[src/rtl/jbb_pkg.sv]
package jbb_pkg;
    localparam int unsigned CHAR_W = 8;
    localparam int unsigned PIN_W  = 3;

    localparam logic [CHAR_W-1:0] CH_READ   = 8'h52;
    localparam logic [CHAR_W-1:0] CH_TRST   = 8'h72;
    localparam logic [CHAR_W-1:0] CH_LED_ON = 8'h42;
    localparam logic [CHAR_W-1:0] CH_LED_OFF= 8'h62;
    localparam logic [CHAR_W-1:0] CH_QUIT   = 8'h51;
    localparam logic [CHAR_W-1:0] CH_ZERO   = 8'h30;
    localparam logic [CHAR_W-1:0] CH_ONE    = 8'h31;
    localparam logic [CHAR_W-PIN_W-1:0] DIGIT_HI = 5'b00110;

    typedef enum logic [2:0] {
        OP_PINS,
        OP_READ,
        OP_TRST,
        OP_NOP,
        OP_QUIT,
        OP_BAD
    } op_e;
endpackage

[src/rtl/jbb_decode.sv]
module jbb_decode
    import jbb_pkg::*;
(
    input  logic [CHAR_W-1:0] byte_i,
    output op_e               op_o,
    output logic [PIN_W-1:0]  pins_o
);
    always_comb begin
        pins_o = byte_i[PIN_W-1:0];
        if (byte_i[CHAR_W-1:PIN_W] == DIGIT_HI) begin
            op_o = OP_PINS;
        end else begin
            unique case (byte_i)
                CH_READ:               op_o = OP_READ;
                CH_TRST:               op_o = OP_TRST;
                CH_LED_ON, CH_LED_OFF: op_o = OP_NOP;
                CH_QUIT:               op_o = OP_QUIT;
                default:               op_o = OP_BAD;
            endcase
        end
    end
endmodule

[src/rtl/jbb_reply.sv]
module jbb_reply
    import jbb_pkg::*;
(
    input  logic              clk,
    input  logic              rst_n,
    input  logic              load_i,
    input  logic              tdo_i,
    input  logic              ready_i,
    output logic              valid_o,
    output logic [CHAR_W-1:0] data_o
);
    typedef struct packed {
        logic              valid;
        logic [CHAR_W-1:0] data;
    } slot_t;

    slot_t slot_d, slot_q;

    always_comb begin
        slot_d = slot_q;
        if (slot_q.valid && ready_i) slot_d.valid = 1'b0;
        if (load_i) begin
            slot_d.valid = 1'b1;
            slot_d.data  = tdo_i ? CH_ONE : CH_ZERO;
        end
    end

    always_ff @(posedge clk) begin
        if (!rst_n) slot_q <= '{valid: 1'b0, data: CH_ZERO};
        else        slot_q <= slot_d;
    end

    assign valid_o = slot_q.valid;
    assign data_o  = slot_q.data;


    reply_hold_chk: assert property (@(posedge clk) disable iff (!rst_n)
        (valid_o && !ready_i) |=> (valid_o && $stable(data_o)));


    reply_ascii_chk: assert property (@(posedge clk) disable iff (!rst_n)
        valid_o |-> (data_o == CH_ZERO || data_o == CH_ONE));


    reply_load_chk: assert property (@(posedge clk) disable iff (!rst_n)
        load_i |=> (valid_o && data_o == ($past(tdo_i) ? CH_ONE : CH_ZERO)));
endmodule

[src/rtl/jbb_trst_timer.sv]
module jbb_trst_timer #(
    parameter int unsigned CYCLES = 4
) (
    input  logic clk,
    input  logic rst_n,
    input  logic start_i,
    output logic active_o
);
    localparam int unsigned CW = $clog2(CYCLES + 1);

    logic [CW-1:0] cnt_d, cnt_q;

    always_comb begin
        if (start_i)           cnt_d = CW'(CYCLES);
        else if (cnt_q != '0)  cnt_d = cnt_q - 1'b1;
        else                   cnt_d = cnt_q;
    end

    always_ff @(posedge clk) begin
        if (!rst_n) cnt_q <= '0;
        else        cnt_q <= cnt_d;
    end

    assign active_o = (cnt_q != '0);


    trst_start_chk: assert property (@(posedge clk) disable iff (!rst_n)
        start_i |=> active_o);

    initial begin
        if (CYCLES < 1) $error("CYCLES must be at least 1");
    end
endmodule

[src/rtl/jtag_bitbang_decoder.sv]
module jtag_bitbang_decoder
    import jbb_pkg::*;
#(
    parameter int unsigned RST_CYCLES = 4
) (
    input  logic              clk,
    input  logic              rst_n,
    input  logic              in_valid,
    input  logic [CHAR_W-1:0] in_data,
    output logic              in_ready,
    output logic              out_valid,
    output logic [CHAR_W-1:0] out_data,
    input  logic              out_ready,
    input  logic              tdo,
    output logic              tck,
    output logic              tms,
    output logic              tdi,
    output logic              tap_reset,
    output logic              cmd_error,
    output logic              session_closed,
    input  logic              session_start
);
    typedef struct packed {
        logic [PIN_W-1:0] pins;
        logic             closed;
        logic             err;
    } ctl_t;

    ctl_t             ctl_d, ctl_q;
    op_e              op;
    logic [PIN_W-1:0] dec_pins;
    logic             accept;

    jbb_decode u_decode (
        .byte_i (in_data),
        .op_o   (op),
        .pins_o (dec_pins)
    );

    jbb_reply u_reply (
        .clk     (clk),
        .rst_n   (rst_n),
        .load_i  (accept && op == OP_READ),
        .tdo_i   (tdo),
        .ready_i (out_ready),
        .valid_o (out_valid),
        .data_o  (out_data)
    );

    jbb_trst_timer #(.CYCLES(RST_CYCLES)) u_trst (
        .clk      (clk),
        .rst_n    (rst_n),
        .start_i  (accept && op == OP_TRST),
        .active_o (tap_reset)
    );

    assign in_ready = !ctl_q.closed && !out_valid;
    assign accept   = in_valid && in_ready;

    always_comb begin
        ctl_d     = ctl_q;
        ctl_d.err = 1'b0;
        if (session_start) ctl_d.closed = 1'b0;
        if (accept) begin
            unique case (op)
                OP_PINS: ctl_d.pins   = dec_pins;
                OP_QUIT: ctl_d.closed = 1'b1;
                OP_BAD:  ctl_d.err    = 1'b1;
                default: ;
            endcase
        end
    end

    always_ff @(posedge clk) begin
        if (!rst_n) ctl_q <= '{pins: '0, closed: 1'b0, err: 1'b0};
        else        ctl_q <= ctl_d;
    end

    assign tck            = ctl_q.pins[2];
    assign tms            = ctl_q.pins[1];
    assign tdi            = ctl_q.pins[0];
    assign cmd_error      = ctl_q.err;
    assign session_closed = ctl_q.closed;


    closed_blocks_input_chk: assert property (@(posedge clk) disable iff (!rst_n)
        session_closed |-> !in_ready);


    reply_blocks_input_chk: assert property (@(posedge clk) disable iff (!rst_n)
        out_valid |-> !in_ready);


    err_after_accept_chk: assert property (@(posedge clk) disable iff (!rst_n)
        cmd_error |-> $past(in_valid && in_ready));


    pins_hold_chk: assert property (@(posedge clk) disable iff (!rst_n)
        !(in_valid && in_ready) |=> $stable({tck, tms, tdi}));


    reopen_chk: assert property (@(posedge clk) disable iff (!rst_n)
        (session_start && !(in_valid && in_ready)) |=> !session_closed);
endmodule

[config.mk]
export PLATFORM = sky130hd
export DESIGN_NAME = jtag_bitbang_decoder
export DESIGN_NICKNAME = d
export VERILOG_FILES = /design/src/rtl/jbb_pkg.sv /design/src/rtl/jbb_decode.sv /design/src/rtl/jbb_reply.sv /design/src/rtl/jbb_trst_timer.sv /design/src/rtl/jtag_bitbang_decoder.sv
export SDC_FILE = /design/constraint.sdc
export NUM_CORES = 1
export LEC_CHECK = 0
export BUFFER_PORTS_ARGS = -buffer_cell sky130_fd_sc_hd__buf_4
export CAP_MARGIN = 0
export CORE_MARGIN = 8
export CORE_UTILIZATION = 47
export CTS_BUF_LIST = sky130_fd_sc_hd__clkbuf_4 sky130_fd_sc_hd__clkbuf_8
export CTS_CLUSTER_DIAMETER = 120
export DETAILED_ROUTE_END_ITERATION = 10
export PLACE_DENSITY = 0.8
export RECOVER_POWER = 25
export REMOVE_ABC_BUFFERS = 1
export SYNTH_ARGS = -nofsm -noshare
export SYNTH_HDL_FRONTEND = slang
export SYNTH_SLANG_ARGS = --single-unit
[constraint.sdc]
create_clock -name clk -period 1.73 [get_ports clk]
set_input_delay 0.173 -clock clk [delete_from_list [all_inputs] [get_ports clk]]
set_output_delay 0.173 -clock clk [all_outputs]
set_load 0.05 [all_outputs]
==> results of run 1 <==
==> Yosys cell counts <==
cell        n
a21boi_0    2
nor3_4      1
a21oi_1     1
nor4b_1     1
o21a_1      1
dfxtp_1    10
and3_1      1
nor3b_2     1
nand2b_1    2
nor4_2      1
nand2_1    13
nor4b_2     1
nand4bb_1   1
o211ai_1    1
mux2i_1     5
a31oi_2     1
nor2b_2     1
nor2b_1     1
and2_2      1
and3_2      1
nor3_1      1
nor2_1      6
a31oi_1     1
conb_1      2
inv_1       6
buf_4       7
or2b_1      1
xor2_1      1
ha_1        3
clkbuf_1    1
==> metal layers <==
metal	wire [um]	GRT usage, %	vias up
li1	-	-	283
met1	537	10.7	236
met2	654	17.4	23
met3	102	3.36	5
met4	34	6.30	0
met5	0	0	-
==> flip-flops by register name, indices dropped and copies added (netlist names) <==
name,flops
u_trst.cnt_q,3
cmd_error,1
session_closed,1
tck,1
tdi,1
tms,1
u_reply.data_o,1
u_reply.valid_o,1
==> through the flow <==
stage,cell area (um2),utilization (%),power (W)
after floorplan,608,-,0.000497
after global placement,792,61.6,0.000574
after detailed placement,792,61.6,0.000582
after CTS,828,64.5,0.000794
after global routing,813,63.3,0.000833
final,813,63.3,0.000788
==> cells by family (layout without fill, tap and decap cells) <==
logic type / after synthesis / count (layout) / share of synthesized area, %
other: 2 / 7 / 1.16
multiplexers: 5 / 5 / 7.75
XOR/XNOR: 1 / 1 / 1.36
adder cells (fa/ha/maj): 3 / 3 / 5.81
AND/OR/NAND/NOR: 34 / 34 / 32.4
AO/OA/AOI/OAI: 7 / 7 / 8.33
buffers and inverters: 14 / 32 / 12.2
flip-flops: 10 / 10 / 31.0
==> where the power goes <==
part / internal (W) / switching (W) / total [W] / leakage, nW
combinational: 0.000109 / 0.000202 / 0.000311 / 0.274
sequential: 0.000252 / 0.0000115 / 0.000264 / 0.0812
clock: 0.000128 / 0.0000855 / 0.000213 / 0.0210
==> worst reg2reg max path: stages, from the launching register on <==
cell	delay, ns
dfxtp_1	0.35
inv_1	0.05
ha_1	0.21
ha_1	0.26
mux2i_1	0.17
a21boi_0	0.09
==> cell type report <==
| class | instances | area (um2) | area share, % |
|---|---|---|---|
| tap | 15 | 18.8 | 2.31 |
| timing repair buffer | 22 | 150 | 18.5 |
| inverter | 6 | 22.5 | 2.77 |
| clock buffer | 4 | 36.3 | 4.46 |
| multi-input combinational | 57 | 385 | 47.4 |
| sequential | 10 | 200 | 24.6 |
==> final timing paths <==
kind | from | end | slack, ns | depth (start not counted)
worst max register to register | u_trst.cnt_q[0]$_SDFFE_PP0P_ | u_trst.cnt_q[2]$_SDFFE_PN0P_ | 0.49 | 5
worst min-delay path | tdo | u_reply.data_o[0]$_SDFFE_PN0P_ | 0.16 | 3
worst max-delay path | u_trst.cnt_q[0]$_SDFFE_PP0P_ | tap_reset | 0.16 | 5
worst min register to register | tck$_SDFFE_PN0P_ | tck$_SDFFE_PN0P_ | 0.46 | 2
==> impl_metrics.ini, run 1 <==
[floorplan]
start_util_pct = 50.2
die_area_mm2 = 0.00282
die_w_um = 53.1
io_pins = 30
rows = 13
design.core.area_mm2 = 0.00128
die_y_um = 53.1

[clocking]
cts_buffers = 3
holdBufCountCts = 0
postCtsResizedCells = 0
htree_levels = 1
clk-insertion-delay-late_ns = 0.27
root_buffer = clkbuf_4
clkSinkCount = 10
clockBufferDepth = 2
post_cts_buffers = 0
clk_pin_slew_ns = 0.07
cts_tree = yes

[flow_run]
max_cap_violations = 0

[timing]
fmax_mhz = 638
period_needed_ns = 1.57
tightest_slew_ns = 0.611
worst_clock_skew_ns = 0.00322
relSlewSlack_pct = 59.4
finalHoldViolCount = 0
drv_slew = 0
setup_tns_ns = 0
layout_setup_ws_ns = 0.162
setup_viol = 0
worst_hold_slack_ns = 0.162
rsz0062_at_grt = false
fin_crit_sh_pct = 90.7

[placement]
dp_cells = 110
pre_cts_ws_ns = 0.200
dpl.hpwl_um = 1130
place_congestion = 0.775
portBuffers = 22

[critical_path]
end_kind = primary output
cp_max_fo = 5
crit_path_top_delay_cell = dfxtp_1
cp-start-kind = register
max_stage_delay_ns = 0.35
arrival_ns = 1.40
critPathTopFamily = adder cells
worstPathCellList = inv_1 -> ha_1 -> ha_1 -> inv_1 -> buf_4
cp.required_ns = 1.56
path_class = reg -> out
path_buf_inv = 3

[power]
p_per_area_mw_per_mm2 = 969
p_leak_nw = 0.376
peakVddDrop_mv = 0.443

[logic_synthesis]
ys_ff_latch = 10
postSynthAreaPerCell_um2 = 8.49
syn_inst = 76
ys_warn_count = 0
yosysUniqueCellTypes = 30
synth_top_cell_by_area = dfxtp_1
ys_top_cells_by_area = dfxtp_1, buf_4, mux2i_1, nand2_1, ha_1
synth.cell_area_um2 = 646
synth_seq_area_share_pct = 31.0
yosys.area.top_type_share_pct = 31.0

[worst_hold_path]
hold_class = in -> reg

[layout]
nets = 117
drive_gt1_share_pct = 30.3
fillCellCount = 121
final_cell_mix = buf_4, nand2_1, dfxtp_1
antennaDiodeCount = 0
final_common_cell = buf_4
final_cells = 114
syn_to_final_growth_pct = 26.0

[grt]
grt_max_degree = 14
grt_antenna_before_repair = 0
grt_pass1_wl_um = 2190
grtUsageTotal_pct = 10.3
grt.overflow.total = 0
grt_pass1_vias = 565

[run_status]
status = finished, final reports clean

[route]
wl_per_cell_um = 11.6
drt_iter0_markers = 4
routed-via-count = 547
firstDrtPassIters = 3
drc = 0
routed_wl_um = 1330
postRouteAntennaNets = 0
vias_per_cell = 4.80
Note: power is estimated with default switching activity, not from simulation.
==> run 2: changes to the inputs <==
Settings changed: CORE_MARGIN 8 to 2.
==> run 2 against run 1 <==
Compared with the run above:
- via count is 1.1% lower
- cell count unchanged
- count of clock-buffer cells in the layout is the same
- non-clock buffer count did not move
- sequential cell count did not move
- power decreased by 0.25%
- critical path depth is the same
- routed wire length decreased by 19%
- core utilization unchanged
- die area down 40%
- critical endpoint unchanged
==> impl_metrics.ini, run 2 (same netlist as run 1, synthesis figures left out) <==
[timing]
setup_tns_ns = 0
period_needed_ns = 1.57
finalHoldViolCount = 0
tightest_slew_ns = 0.588
drv_slew = 0
layout_setup_ws_ns = 0.163
fmax_mhz = 638
rsz0062_at_grt = false
setup_viol = 0
fin_crit_sh_pct = 90.6
worst_clock_skew_ns = 0.00535
relSlewSlack_pct = 60.9

[layout]
antennaDiodeCount = 0
drive_gt1_share_pct = 30.3
nets = 117
regMostFlops = u_trst.cnt_q
final_cell_mix = buf_4, nand2_1, dfxtp_1
postLayoutCoreUtil_pct = 63.3
final_cells = 114
final_common_cell = buf_4
largest_reg_flops = 3
syn_to_final_growth_pct = 26.0

[clocking]
htree_levels = 1
clk_pin_slew_ns = 0.07
postCtsResizedCells = 0
cts_tree = yes
clkSinkCount = 10
root_buffer = clkbuf_4
cts_buffers = 3
clk-insertion-delay-late_ns = 0.27
post_cts_buffers = 0
holdBufCountCts = 0
clockBufferDepth = 2

[power]
intPower_w = 0.000490
p_sw_share_pct = 37.7
peakVddDrop_mv = 0.515
pwr-share-clk_pct = 26.8
p_comb_share_pct = 39.7
power.switching_w = 0.000296
p_per_area_mw_per_mm2 = 967
pwr-share-seq_pct = 33.5
p_leak_nw = 0.376

[placement]
dp_cells = 110
dpl.hpwl_um = 874
pre_cts_ws_ns = 0.208
portBuffers = 22
place_congestion = 0.796

[critical_path]
worstPathCellList = inv_1 -> ha_1 -> ha_1 -> inv_1 -> buf_4
end_kind = primary output
cp-start-kind = register
critPathTopFamily = adder cells
arrival_ns = 1.39
max_stage_delay_ns = 0.34
cp_max_fo = 5
cp.required_ns = 1.56
path_buf_inv = 3
crit_path_top_delay_cell = dfxtp_1
path_class = reg -> out

[floorplan]
io_pins = 30
start_util_pct = 50.2
rows = 13
design.core.area_mm2 = 0.00128
die_w_um = 41.1
die_y_um = 41.1
die_area_mm2 = 0.00169

[route]
vias_per_cell = 4.75
firstDrtPassIters = 2
postRouteAntennaNets = 0
drt_iter0_markers = 8
routed_wl_um = 1070
routed-via-count = 541
wl_per_cell_um = 9.39
drc = 0

[grt]
grt_antenna_before_repair = 0
grt_pass1_vias = 412
grt.overflow.total = 0
grt_max_degree = 14
grtUsageTotal_pct = 15.4
grt_pass1_wl_um = 1620

[run_status]
status = finished, final reports clean

[worst_hold_path]
hold_class = in -> reg

[flow_run]
max_cap_violations = 0
-- run 2: power by group through the flow --
stage                     combinational (W)  clock, W  sequential, W
after floorplan                    0.000223         0       0.000275
after detailed placement           0.000315         0       0.000269
after global routing               0.000343  0.000220       0.000265
after global placement             0.000304         0       0.000268
final                              0.000312  0.000211       0.000263
after CTS                          0.000319  0.000213       0.000264
-- run 2: worst paths after layout --
kind                                        from                        endpoint  slack [ns]  cells past startpoint
hold reg to reg   u_reply.data_o[0]$_SDFFE_PN0P_  u_reply.data_o[0]$_SDFFE_PN0P_        0.46                      2
setup reg to reg    u_reply.valid_o$_SDFFE_PN0P_                tdi$_SDFFE_PN0P_        0.51                      4
setup / recovery    u_trst.cnt_q[0]$_SDFFE_PP0P_                       tap_reset        0.16                      5
hold / removal                               tdo  u_reply.data_o[0]$_SDFFE_PN0P_        0.17                      3
-- run 2: stage by stage --
step                      total power, W  cell area (um2)  hold WS (ns)
after global placement          0.000572              792         0.439
after global routing            0.000828              813         0.173
final                           0.000786              813         0.166
after floorplan                 0.000497              608         0.291
after detailed placement        0.000584              792         0.445
after CTS                       0.000795              828         0.165
-- run 2: layout make-up --
type | count | area (um2)
Multi-Input combinational cell | 57 | 385
Clock buffer | 4 | 36.3
Inverter | 6 | 22.5
Sequential cell | 10 | 200
Fill cell | 123 | 472
Tap cell | 15 | 18.8
Timing Repair Buffer | 22 | 150
-- run 2: worst min-delay path: stages --
cell	delay [ns]
buf_4	0.11
nand2_1	0.05
mux2i_1	0.06
-- run 2: per-layer routing --
| layer | GRT usage, % | up-vias | routed length [um] |
|---|---|---|---|
| met5 | 0 | - | 0 |
| li1 | - | 281 | - |
| met2 | 23.8 | 20 | 518 |
| met1 | 17.0 | 235 | 441 |
| met4 | 15.0 | 0 | 39 |
| met3 | 3.26 | 5 | 70 |
